===== src/rtl/sc_t0_pkg.sv =====
package sc_t0_pkg;

    localparam int DATA_BITS = 8;

    typedef enum logic [2:0] {
        ST_IDLE,
        ST_START,
        ST_DATA,
        ST_PARITY,
        ST_GUARD1,
        ST_GUARD2,
        ST_GUARDX
    } tx_state_e;

    typedef struct packed {
        logic [DATA_BITS-1:0] data;
        logic                 parity;
    } tx_char_t;

    function automatic logic even_parity(input logic [DATA_BITS-1:0] d);
        return ^d;
    endfunction

endpackage


===== src/rtl/sc_t0_bit_timer.sv =====
module sc_t0_bit_timer #(
    parameter int TICKS_PER_BIT = 4
) (
    input  logic clk,
    input  logic rst,
    input  logic run,
    input  logic baud_tick,
    output logic bit_end,
    output logic mid_tick
);
    localparam int SW   = (TICKS_PER_BIT > 2) ? $clog2(TICKS_PER_BIT) : 1;
    localparam int HALF = TICKS_PER_BIT / 2;

    logic [SW-1:0] sub;

    assign bit_end  = run && baud_tick && (sub == SW'(TICKS_PER_BIT - 1));
    assign mid_tick = run && baud_tick && (sub == SW'(HALF));

    always_ff @(posedge clk) begin
        if (rst || !run) begin
            sub <= '0;
        end else if (bit_end) begin
            sub <= '0;
        end else if (baud_tick) begin
            sub <= sub + 1'b1;
        end
    end

    // the sample point and the bit end never share one tick
    p_mid_not_end_r4: assert property (@(posedge clk) disable iff (rst)
        mid_tick |-> !bit_end);

endmodule


===== src/rtl/sc_t0_retry_ctl.sv =====
module sc_t0_retry_ctl #(
    parameter int ITER_W = 3
) (
    input  logic              clk,
    input  logic              rst,
    input  logic              accept,
    input  logic              decide,
    input  logic [ITER_W-1:0] max_iter,
    output logic              resend,
    output logic              exhausted
);
    logic [ITER_W-1:0] rep_cnt;

    assign resend = (max_iter != '0) && (rep_cnt < max_iter);

    always_ff @(posedge clk) begin
        if (rst) begin
            rep_cnt   <= '0;
            exhausted <= 1'b0;
        end else begin
            if (accept) begin
                rep_cnt <= '0;
            end else if (decide && resend) begin
                rep_cnt <= rep_cnt + 1'b1;
            end
            if (decide && !resend) begin
                exhausted <= 1'b1;
            end
        end
    end

    p_zero_no_resend_r7: assert property (@(posedge clk) disable iff (rst)
        (max_iter == '0) |-> !resend);

    p_count_cleared_r10: assert property (@(posedge clk) disable iff (rst)
        accept |=> (rep_cnt == '0));

    p_exhaust_set_r8: assert property (@(posedge clk) disable iff (rst)
        (decide && !resend) |=> exhausted);

    p_sticky_r9: assert property (@(posedge clk) disable iff (rst)
        exhausted |=> exhausted);

endmodule


===== src/rtl/sc_t0_tx.sv =====
module sc_t0_tx
    import sc_t0_pkg::*;
#(
    parameter int TICKS_PER_BIT = 4,
    parameter int ITER_W        = 3
) (
    input  logic              clk,
    input  logic              rst,
    input  logic              baud_tick,
    input  logic [ITER_W-1:0] max_iter,
    input  logic [7:0]        in_data,
    input  logic              in_valid,
    output logic              in_ready,
    input  logic              line_in,
    output logic              line_drive_low,
    output logic              nack_seen,
    output logic              iter_exhausted
);
    localparam int IDX_W = $clog2(DATA_BITS);

    tx_state_e        state;
    tx_char_t         chr;
    logic [IDX_W-1:0] idx;
    logic             nack_lat;
    logic             bit_end;
    logic             mid_tick;
    logic             accept;
    logic             decide;
    logic             resend;
    logic             nack_now;

    assign in_ready = (state == ST_IDLE);
    assign accept   = in_valid && in_ready;
    assign decide   = bit_end && (state == ST_GUARDX);
    assign nack_now = (state == ST_GUARD1) && mid_tick && !line_in;

    sc_t0_bit_timer #(
        .TICKS_PER_BIT(TICKS_PER_BIT)
    ) u_timer (
        .clk      (clk),
        .rst      (rst),
        .run      (state != ST_IDLE),
        .baud_tick(baud_tick),
        .bit_end  (bit_end),
        .mid_tick (mid_tick)
    );

    sc_t0_retry_ctl #(
        .ITER_W(ITER_W)
    ) u_retry (
        .clk      (clk),
        .rst      (rst),
        .accept   (accept),
        .decide   (decide),
        .max_iter (max_iter),
        .resend   (resend),
        .exhausted(iter_exhausted)
    );

    always_ff @(posedge clk) begin
        if (rst) begin
            state     <= ST_IDLE;
            chr       <= '0;
            idx       <= '0;
            nack_lat  <= 1'b0;
            nack_seen <= 1'b0;
        end else begin
            nack_seen <= nack_now;
            if (state == ST_START) begin
                nack_lat <= 1'b0;
            end else if (nack_now) begin
                nack_lat <= 1'b1;
            end
            if (accept) begin
                chr.data   <= in_data;
                chr.parity <= even_parity(in_data);
                state      <= ST_START;
            end else if (bit_end) begin
                case (state)
                    ST_START: begin
                        idx   <= '0;
                        state <= ST_DATA;
                    end
                    ST_DATA: begin
                        if (idx == IDX_W'(DATA_BITS - 1)) begin
                            state <= ST_PARITY;
                        end else begin
                            idx <= idx + 1'b1;
                        end
                    end
                    ST_PARITY: state <= ST_GUARD1;
                    ST_GUARD1: state <= ST_GUARD2;
                    ST_GUARD2: state <= nack_lat ? ST_GUARDX : ST_IDLE;
                    ST_GUARDX: state <= resend ? ST_START : ST_IDLE;
                    default:   state <= ST_IDLE;
                endcase
            end
        end
    end

    always_comb begin
        case (state)
            ST_START:  line_drive_low = 1'b1;
            ST_DATA:   line_drive_low = ~chr.data[idx];
            ST_PARITY: line_drive_low = ~chr.parity;
            default:   line_drive_low = 1'b0;
        endcase
    end

    p_accept_start_r1: assert property (@(posedge clk) disable iff (rst)
        accept |=> (line_drive_low && !in_ready));

    p_resend_start_r6: assert property (@(posedge clk) disable iff (rst)
        (decide && resend) |=> (line_drive_low && !in_ready));

    p_drop_idle_r8: assert property (@(posedge clk) disable iff (rst)
        (decide && !resend) |=> (in_ready && iter_exhausted));

    p_nack_pulse_r4: assert property (@(posedge clk) disable iff (rst)
        nack_seen |=> !nack_seen);

    p_busy_hold_r12: assert property (@(posedge clk) disable iff (rst)
        (!in_ready && !$past(in_ready) && !$past(bit_end)) |-> $stable(line_drive_low));

endmodule


===== config.mk =====
export PLATFORM = sky130hd
export DESIGN_NAME = sc_t0_tx
export DESIGN_NICKNAME = d
export VERILOG_FILES = /design/src/rtl/sc_t0_pkg.sv /design/src/rtl/sc_t0_bit_timer.sv /design/src/rtl/sc_t0_retry_ctl.sv /design/src/rtl/sc_t0_tx.sv
export SDC_FILE = /design/constraint.sdc
export NUM_CORES = 1
export LEC_CHECK = 0
export ABC_AREA = 1
export CAP_MARGIN = 30
export CELL_PAD_IN_SITES_DETAIL_PLACEMENT = 1
export CELL_PAD_IN_SITES_GLOBAL_PLACEMENT = 1
export CORE_MARGIN = 2
export CORE_UTILIZATION = 34
export DETAILED_ROUTE_END_ITERATION = 8
export PLACE_DENSITY = 0.75
export SETUP_SLACK_MARGIN = 0.5
export SLEW_MARGIN = 20
export SYNTH_ARGS = -nofsm -noshare
export SYNTH_HDL_FRONTEND = slang
export SYNTH_SLANG_ARGS = --single-unit
export TNS_END_PERCENT = 5

===== constraint.sdc =====
create_clock -name clk -period 1.43 [get_ports clk]
set_input_delay 0.429 -clock clk [delete_from_list [all_inputs] [get_ports clk]]
set_output_delay 0.429 -clock clk [all_outputs]
set_load 0.02 [all_outputs]

==> metrics.yaml <==
status: "finished, violations left"
violations: "setup timing"
leakagePower_nw: 1.01
groute.usage.overall_pct: 18.1
grt_pass1_wl_um: 6380
synth.distinct_cells: 28
ys_seq_area_share_pct: 32.4
cts_sinks: 23
root_buffer: "clkbuf_8"
globalplace.congestion: 0.867
end_kind: "output port"
viasPerCell: 4.77
synth_fp_nets: 235
max_freq_ghz: 0.581
syn_area_per_cell_um2: 6.70
num_rows: 23
wirelength_um: 4110
worst_pin_slew_ps: 312
insertion_delay_ps: 270
skew_ps: 4.12
ys_top_cells_by_area: "dfxtp_1, nand2_1, a21oi_1, inv_1, ha_1"
drive_gt1_share_pct: 41.0
r2r_start: "state[2]"
startpoint: "idx[0]"
min_from: "nack_lat"
cts_buffers: 3
fin_crit_sh_pct: 120
grt_pass1_vias: 1525
n_antenna_cell: 0
cts_hold_buf: 0
detail_route.wl_per_cell_um: 12.5
relSlewSlack_pct: 79.0
start_kind: "flip-flop"
cts_tree: "yes"
antenna_found_initial: 0
num_io_pins: 20
finalSetupViolCount: 8
hold_class: "flip-flop to flip-flop"
crit_required_ps: 1000
ys_warn_count: 0
drc_errors: 0
hold_viol_final: 0
area_growth_pct: 58.6
initialDrtViolationCount: 45
grt_setup_unrepaired: "yes"
initial_core_util_pct: 35.5
drv_slew: 0
yosysTopAreaCellShare_pct: 32.4
vias: 1565
fin_crit_ps: 1720
coreArea_um2: 4000
setup-tns-final_ps: -556
pre_cts_ws_ps: -697
syn_inst: 212
path_clk_slew_ps: 90
layout_common_cells: "nand2_1, buf_4, inv_1"
maxCapViolations: 0
portBuffers: 19
dr.pass1.iters: 4
clockBufferDepth: 2
worstSetupPathType: "flip-flop to output port"
die-area_um2: 4710
ys_ff_latch: 23
dpl_cell_area_um2: 2060
hold_slack_ps: 477
vdd_drop_max_mv: 0.527
die_w_um: 68.7
grt_max_degree: 15
design_area_um2: 2250
antenna_left: 0
htreeDepth: 1
fp.dieH_um: 68.7
cp.arrival_ps: 1290
mostFrequentLayoutCell: "nand2_1"
yosys.area.top_type: "dfxtp_1"
power.density_nw_per_um2: 651
grt-ovfl-total: 0
netlist_area_um2: 1420
fin_nets: 302
r2r_slack_ps: -70
path_max_fanout: 8
fin_ws_ps: -292
post-route-util_pct: 56.4
place_hpwl_um: 3270
[final timing paths]
check | endpoint | depth (start not counted)
setup / recovery | line_drive_low | 8
hold / removal | nack_lat | 2
setup reg to reg | state[1] | 9
hold reg to reg | nack_lat | 2
[flip-flops by register name (all words and copies together), names as in the netlist]
register	cells
state	3
idx	3
u_retry.exhausted	1
u_retry.rep_cnt	3
nack_lat	1
u_timer.sub	2
chr	9
nack_seen	1
[metal layers]
metal | up-vias | share of wire, % | routed length (um) | global-route usage, %
li1 | 802 | - | - | -
met1 | 736 | 42 | 1730 | 19.9
met2 | 23 | 55 | 2240 | 35.5
met3 | 4 | 2.5 | 103 | 2.92
met4 | 0 | 0.90 | 37 | 4.50
met5 | - | 0 | 0 | 0
[cells by family after synthesis]
| logic type | Yosys count | synth area share, % |
|---|---|---|
| flip-flops | 23 | 32.4 |
| buffers and inverters | 36 | 10.2 |
| AND/OR/NAND/NOR | 100 | 30.7 |
| AO/OA/AOI/OAI | 35 | 13.7 |
| XOR/XNOR | 11 | 6.78 |
| adder cells (fa/ha/maj) | 7 | 6.16 |
[stage by stage]
stage	std cells	power, mW
floorplan	212	0.850
global placement	323	1.02
detailed placement	323	1.03
CTS	328	1.47
global route	328	1.55
finish	328	1.47
[cells in the mapped netlist, drive strengths merged]
| master | number |
|---|---|
| nand3 | 10 |
| nor3 | 2 |
| nor2 | 20 |
| a21oi | 23 |
| xnor2 | 6 |
| nand3b | 1 |
| o21ai | 10 |
| dfxtp | 23 |
| nand4 | 3 |
| buf | 2 |
| clkbuf | 3 |
| ha | 7 |
| inv | 30 |
| clkinv | 1 |
| xor2 | 5 |
| nand2 | 63 |
| or2 | 1 |
| o211ai | 2 |
[worst max-delay path: stages (launching register included)]
cell	delay, ps
dfxtp_4	420
inv_4	50
a21oi_2	100
o21ai_1	70
nand2_1	60
nand2_1	60
nand3_2	60
nand3_2	70
buf_6	130
[repair_timing]
action | CTS | global route
endpoints found under the hold margin | 0 | 0
pin swaps | 10 | 8
setup buffers | 1 | 0
endpoints found under the setup margin | 27 | 27
resized for setup | 55 | 32
[power breakdown]
group	switching, mW	total [mW]	internal (mW)
clock	0.232	0.430	0.198
combinational	0.184	0.371	0.187
sequential	0.0113	0.668	0.657
[layout make-up]
type | instances | area [um^2]
multi-input cells | 153 | 973
flip-flops and latches | 23 | 479
inverters | 31 | 139
fillers | 529 | 1750
clock buffers | 3 | 41.3
well taps | 50 | 62.6
clock inverters | 1 | 7.51
repair buffers | 67 | 552
No activity file was read; power rests on OpenSTA's default activity.
